==> src/rtl/lb_router_pkg.sv <==
package lb_router_pkg;

    typedef enum logic {
        LB_NORMAL = 1'b0,
        LB_LOOP   = 1'b1
    } lb_mode_e;

    localparam int MC_W    = 5;
    localparam int MC_DTR  = 0;
    localparam int MC_RTS  = 1;
    localparam int MC_OP1  = 2;
    localparam int MC_OP2  = 3;
    localparam int MC_LOOP = 4;

    localparam int MS_N   = 4;
    localparam int MS_CTS = 0;
    localparam int MS_DSR = 1;
    localparam int MS_RI  = 2;
    localparam int MS_CD  = 3;
    localparam int MSR_W  = 2 * MS_N;

endpackage

==> src/rtl/lb_mode_fsm.sv <==
module lb_mode_fsm
    import lb_router_pkg::*;
(
    input  logic clk,
    input  logic rst_n,
    input  logic loop_req,
    output logic loop_on
);

    lb_mode_e state_q;
    lb_mode_e state_d;

    always_ff @(posedge clk or negedge rst_n) begin
        if (!rst_n) begin
            state_q <= LB_NORMAL;
        end else begin
            state_q <= state_d;
        end
    end

    always_comb begin
        state_d = state_q;
        unique case (state_q)
            LB_NORMAL: if (loop_req)  state_d = LB_LOOP;   // enter_loop
            LB_LOOP:   if (!loop_req) state_d = LB_NORMAL; // leave_loop
            default:   state_d = LB_NORMAL;
        endcase
    end

    always_comb begin
        unique case (state_q)
            LB_LOOP: loop_on = 1'b1;
            default: loop_on = 1'b0;
        endcase
    end

endmodule

==> src/rtl/lb_serial_route.sv <==
module lb_serial_route #(
    parameter logic IDLE_MARK = 1'b1,
    parameter logic LINE_OFF  = 1'b0
) (
    input  logic loop_on,
    input  logic tx_ser,
    input  logic rx_pin,
    input  logic dtr_ctl,
    input  logic rts_ctl,
    output logic tx_pin,
    output logic rx_ser,
    output logic dtr_pin,
    output logic rts_pin
);

    always_comb begin
        if (loop_on) begin
            tx_pin  = IDLE_MARK;
            rx_ser  = tx_ser;
            dtr_pin = LINE_OFF;
            rts_pin = LINE_OFF;
        end else begin
            tx_pin  = tx_ser;
            rx_ser  = rx_pin;
            dtr_pin = dtr_ctl;
            rts_pin = rts_ctl;
        end
    end

endmodule

==> src/rtl/lb_modem_status.sv <==
module lb_modem_status #(
    parameter int N_LINES = 4,
    parameter int RI_POS  = 2
) (
    input  logic                 clk,
    input  logic                 rst_n,
    input  logic                 loop_on,
    input  logic [N_LINES-1:0]   ext_lines,
    input  logic [N_LINES-1:0]   loop_lines,
    input  logic                 rd_stb,
    output logic [2*N_LINES-1:0] status
);

    logic [N_LINES-1:0] src;
    logic [N_LINES-1:0] level_q;
    logic [N_LINES-1:0] flag_q;
    logic [N_LINES-1:0] hit;

    assign src = loop_on ? loop_lines : ext_lines;

    for (genvar i = 0; i < N_LINES; i++) begin : g_edge
        if (i == RI_POS) begin : g_trail
            assign hit[i] = level_q[i] & ~src[i];
        end else begin : g_any
            assign hit[i] = level_q[i] ^ src[i];
        end
    end

    always_ff @(posedge clk or negedge rst_n) begin
        if (!rst_n) begin
            level_q <= '0;
            flag_q  <= '0;
        end else begin
            level_q <= src;
            flag_q  <= (rd_stb ? '0 : flag_q) | hit;
        end
    end

    assign status = {level_q, flag_q};

endmodule

==> src/rtl/lpbk_modem_router.sv <==
module lpbk_modem_router
    import lb_router_pkg::*;
(
    input  logic             clk,
    input  logic             rst_n,
    input  logic [MC_W-1:0]  mcr_bits,
    input  logic             tx_ser_in,
    output logic             rx_ser_out,
    output logic             pin_tx,
    input  logic             pin_rx,
    input  logic             pin_cts,
    input  logic             pin_dsr,
    input  logic             pin_ri,
    input  logic             pin_cd,
    output logic             pin_rts,
    output logic             pin_dtr,
    input  logic             msr_rd,
    output logic [MSR_W-1:0] msr_q
);

    logic            loop_on;
    logic [MS_N-1:0] ext_lines;
    logic [MS_N-1:0] loop_lines;

    lb_mode_fsm u_mode (
        .clk      (clk),
        .rst_n    (rst_n),
        .loop_req (mcr_bits[MC_LOOP]),
        .loop_on  (loop_on)
    );

    lb_serial_route u_route (
        .loop_on (loop_on),
        .tx_ser  (tx_ser_in),
        .rx_pin  (pin_rx),
        .dtr_ctl (mcr_bits[MC_DTR]),
        .rts_ctl (mcr_bits[MC_RTS]),
        .tx_pin  (pin_tx),
        .rx_ser  (rx_ser_out),
        .dtr_pin (pin_dtr),
        .rts_pin (pin_rts)
    );

    always_comb begin
        ext_lines          = '0;
        ext_lines[MS_CTS]  = pin_cts;
        ext_lines[MS_DSR]  = pin_dsr;
        ext_lines[MS_RI]   = pin_ri;
        ext_lines[MS_CD]   = pin_cd;
        loop_lines         = '0;
        loop_lines[MS_CTS] = mcr_bits[MC_RTS];
        loop_lines[MS_DSR] = mcr_bits[MC_DTR];
        loop_lines[MS_RI]  = mcr_bits[MC_OP1];
        loop_lines[MS_CD]  = mcr_bits[MC_OP2];
    end

    lb_modem_status #(
        .N_LINES (MS_N),
        .RI_POS  (MS_RI)
    ) u_status (
        .clk        (clk),
        .rst_n      (rst_n),
        .loop_on    (loop_on),
        .ext_lines  (ext_lines),
        .loop_lines (loop_lines),
        .rd_stb     (msr_rd),
        .status     (msr_q)
    );

endmodule

==> config.mk <==
export PLATFORM = sky130hd
export DESIGN_NAME = lpbk_modem_router
export DESIGN_NICKNAME = d
export VERILOG_FILES = /design/src/rtl/lb_router_pkg.sv /design/src/rtl/lb_mode_fsm.sv /design/src/rtl/lb_serial_route.sv /design/src/rtl/lb_modem_status.sv /design/src/rtl/lpbk_modem_router.sv
export SDC_FILE = /design/constraint.sdc
export NUM_CORES = 1
export LEC_CHECK = 0
export ABC_AREA = 1
export BUFFER_PORTS_ARGS = -buffer_cell sky130_fd_sc_hd__buf_2
export CAP_MARGIN = 15
export CELL_PAD_IN_SITES_DETAIL_PLACEMENT = 1
export CELL_PAD_IN_SITES_GLOBAL_PLACEMENT = 2
export CORE_MARGIN = 2
export CORE_UTILIZATION = 23
export DETAILED_ROUTE_END_ITERATION = 16
export GPL_TIMING_DRIVEN = 1
export MAX_ROUTING_LAYER = met4
export PLACE_DENSITY = 0.83
export SYNTH_ARGS = -nofsm -noshare
export SYNTH_HDL_FRONTEND = slang
export SYNTH_SLANG_ARGS = --single-unit
==> constraint.sdc <==
create_clock -name clk -period 1.22 [get_ports clk]
set_input_delay 0.244 -clock clk [delete_from_list [all_inputs] [get_ports clk]]
set_output_delay 0.244 -clock clk [all_outputs]
set_load 0.02 [all_outputs]
# Word level (Yosys, flattened, before mapping)
# Cells that the tools add are included.
classes:
  muxes: 8
  bitwise_logic: 6
ops:
  columns: ["operator", "n"]
  rows:
  - ["4-bit two-way mux", 2]
  - ["1-bit two-way mux", 6]
  - ["4-bit bitwise OR", 1]
  - ["1-bit bitwise XOR", 3]
  - ["1-bit AND", 1]
  - ["1-bit inverter", 1]
word_totals:
  reg_bits: 9
  inputBits: 14
  out_inout_bits: 12
  elab_cells: 17

# Depth between registers and ports, before layout
logic_depth:
  word_depth: 5
  depth_mapped: 5
  ltp_nobuf: 4

# By module
# Synthesis repeated with hierarchy kept, for this count alone.
hier_totals:
  cells_unflattened: 63
  hier_area_um2: 495.5
by_module_without_submodules:
  columns: ["mod", "n_inst", "cells_per_inst", "area_per_inst_um2", "seq_area_each_um2"]
  rows:
  - ["lb_modem_status", 1, 53, 434.2, 200.2]
  - ["lb_serial_route", 1, 9, 36.3, 0.0]
  - ["lb_mode_fsm", 1, 1, 25.0, 25.0]

# Worst setup path after synthesis
# No wires, ideal clock.
synth_path:
  path_kind: "flip-flop to output port"
  from: "register u_mode.state_q"
  to: "output rx_ser_out"
  arrival_time_ns: 0.853
  required_ns: 0.976
  slack_ns: 0.123
  stages_incl_launch_ff: 4
  n_path_buf: 1
  path_cell_list: "dfrtp_1 buf_6 inv_8 o21ai_1"
synth_via:
  elab_chain_cells: 2
synth_rtl:
  columns: ["element", "line", "source"]
  rows:
  - ["start, declared", "lb_mode_fsm.sv:10", "lb_mode_e state_q;"]
  - ["start signal, assigned", "lb_mode_fsm.sv:17", "state_q <= state_d;"]
  - ["1-bit two-way mux", "lb_mode_fsm.sv:31", "unique case (state_q)"]
  - ["1-bit two-way mux", "lb_serial_route.sv:17", "if (loop_on) begin"]
  - ["end, declared", "lpbk_modem_router.sv:8", "output logic rx_ser_out,"]
# Every way passes these cells.

# Final worst setup path
# Same ends and word-level chain as after synthesis.

==> key figures <==
Timing
  – Max_slew headroom: 0.854
  – RSZ-0062 raised after global routing: true
  – Setup violations, final: 4
  – Slew Limit Fails: 0
  – Fmax: between 0.7 and 0.8 GHz
  – Final period util: 1.08
  – Final setup skew: ~3.4 ps
  – Final Critical Period: 1320 ps
  – Hold Fails Final Rpt: 0
  – Fin Hold WS: between 90 and 100 ps
  – Setup TNS: -265 ps
  – Worst setup margin: -101 ps
  – Worst-Margin Slew: 220 ps

Cells and area
  – Layout Area Growth over Synthesis: 44.7%
  – Antenna cells: 0
  – Share of layout cells above drive strength 1: 0.516
  – Nets: 106
  – Final instance area: 746 µm²

Place
  – Area after DPL: just under 700 µm²
  – Port bufs: 25
  – Worst slack at placement: 49.1 ps
  – GP Congestion: 0.740
  – Final HPWL DP: just over 1000 µm

Floorplanning
  – Die Y: about 51 µm
  – Core Box Area: around 0.0022 mm²
  – Initial Util: 0.238
  – DIE WIDTH: 51.3 µm
  – Top Ports: 26
  – Rows: 17
  – Die area: around 0.0026 mm²

Synth
  – Mapped Area: ~520 µm²
  – Register area share after synthesis: 0.437
  – Syn Area/Cell: between 8 and 9 µm²
  – Cells after synthesis: 60
  – Synth warn: 0
  – Syn_nets: 74
  – Synthesized flop and latch total: 9
  – Distinct cell type count after synthesis: 11

Power and ir drop
  – Seq pwr share: 0.438
  – Int Pwr: between 500 and 600 µW
  – Worst VDD drop: 0.000594 V
  – Sw frac: 0.323
  – NetSw: around 260 µW
  – Clk pwr share: 0.288
  – Leakage: ~0.00044 µW
  – Logic pwr share: 0.274
  – Power per Cell Area: 1070 mW/mm²

Routing
  – Total Wirelength: roughly 1200 µm
  – Routed WL per cell: 10.5 µm
  – Router iterations before antenna repair: 4
  – Vias per cell: around 4.0
  – Via count: 477
  – Drt drc: 0
  – Antenna-violating nets left: 0
  – DR iter-0 viols: 5

Critical path
  – CP required: 980 ps
  – CP Class: flip-flop to output pin
  – Buf/Inv on CP: 2
  – CP cell instances: inv_8, nand2_4, o21ai_2, buf_6
  – Crit. End Element: output pin
  – Max incr delay on CP: between 400 and 500 ps
  – CP top delay family: flip-flops
  – Critical path peak fanout: 8
  – Crit-path slowest cell: dfrtp_2
  – WP data arrival: about 1100 ps
  – CP Launch Type: flip-flop

Clock tree
  – Clock Path Buffers: 2
  – Post-CTS setup buffers: 0
  – Clock-pin slew on the worst setup and hold paths: approximately 60 ps
  – Root buffer cell: clkbuf_4
  – Clk sinks: 9
  – H-Tree Depth: 1
  – CTS tree: done
  – Total CTS buffers: 3
  – Clk Latency, worst-skew pair: between 200 and 300 ps

Run
  – Max-Cap Viols: 0

Min path
  – Hold Crit Class: primary input to flip-flop

GRT
  – Global-route usage over all layers: 0.117
  – Remaining Overflow, GRT: 0
  – Largest net degree at the start of global routing: 10
  – Vias in the first global route: roughly 520
  – First-pass GRT wire length: between 2000 and 2500 µm
  – Initial antenna violation count: 0

Run status
  – Violations in the final reports: negative setup slack
  – Status: finished with violations
## area by class of cell
cell class	instances	area, µm²
clock buffers	4	26.3
fillers	282	1420
inverters	12	52.6
multi-input cells	38	238
flip-flops and latches	9	226
well taps	28	35.0
repair buffers	28	168
## stage by stage
step / instances / util / power, µW
floorplan: 60 / - / 480
global placement: 114 / 0.313 / 558
detailed placement: 114 / 0.313 / 564
CTS: 119 / 0.344 / 822
global route: 119 / 0.344 / 857
finish: 119 / 0.344 / 801
## cell usage in the layout, fill, tap and decap left out, types with 2 or more instances in the layout
cell / netlist / routed
clkbuf_4: 0 / 3
nand2_4: 3 / 4
buf_2: 0 / 21
inv_1: 11 / 11
buf_4: 0 / 4
buf_6: 1 / 2
nor2_1: 2 / 2
nand2_1: 21 / 20
dfrtp_1: 9 / 8
nand3_2: 9 / 9
## power by group through the flow
stage | logic (µW) | registers [µW] | clock network [µW]
6_report | 219 | 351 | 231
5_1_grt | 243 | 354 | 260
4_1_cts | 223 | 351 | 248
3_5_place_dp | 208 | 356 | 0
3_3_place_gp | 203 | 355 | 0
2_1_floorplan | 95.8 | 384 | 0
## worst reg2reg max path: cells and delay by family (launching register included)
kind	cells	cell delay (ps)
flip-flops	1	490
AND/OR/NAND/NOR	3	210
buffers and inverters	2	270
## Yosys cell counts, drive strengths merged
master | number | area share
buf | 1 | 0.022
dfrtp | 9 | 0.44
inv | 12 | 0.10
nand2 | 25 | 0.23
nand3 | 10 | 0.18
nor2 | 2 | 0.015
o21ai | 1 | 0.0097
## metal layers
metal / global-route usage / share of wire
met5: - / 0
met1: 0.132 / 0.43
met2: 0.182 / 0.48
met3: 0.0585 / 0.084
met4: 0.0395 / 0
## registers in the layout, summed over array words and instances, names as in the netlist
signal            flops
u_status.flag_q       4
u_status.level_q      4
u_mode.state_q        1
## path summary, 6_finish.rpt
check                                      to  cells past startpoint          startpoint  slack [ps]
max reg2reg                u_status.flag_q[3]                      5      u_mode.state_q         120
min                            u_mode.state_q                      1         mcr_bits[4]          90
max                                rx_ser_out                      4      u_mode.state_q        -100
min in group asynchronous  u_status.flag_q[1]                      2               rst_n         360
max in group asynchronous      u_mode.state_q                      2               rst_n         660
min reg2reg                u_status.flag_q[2]                      2  u_status.flag_q[2]         480
## repair_timing
| item | 4_1_cts | 5_1_grt |
|---|---|---|
| resized for setup | 10 | 0 |
| endpoints found under the setup margin | 4 | 4 |
| cloned | 0 | 0 |
| pin swaps | 2 | 0 |
| hold buffers | 1 | 0 |
| hold endpoints to repair | 9 | 0 |
## cell families (layout without fill, tap and decap cells)
group | Yosys count | count (layout) | synth area share
AND/OR/NAND/NOR | 37 | 37 | 0.430
AO/OA/AOI/OAI | 1 | 1 | 0.00970
flip-flops | 9 | 9 | 0.437
buffers and inverters | 13 | 44 | 0.124
Note: power is estimated with default switching activity, not from simulation.
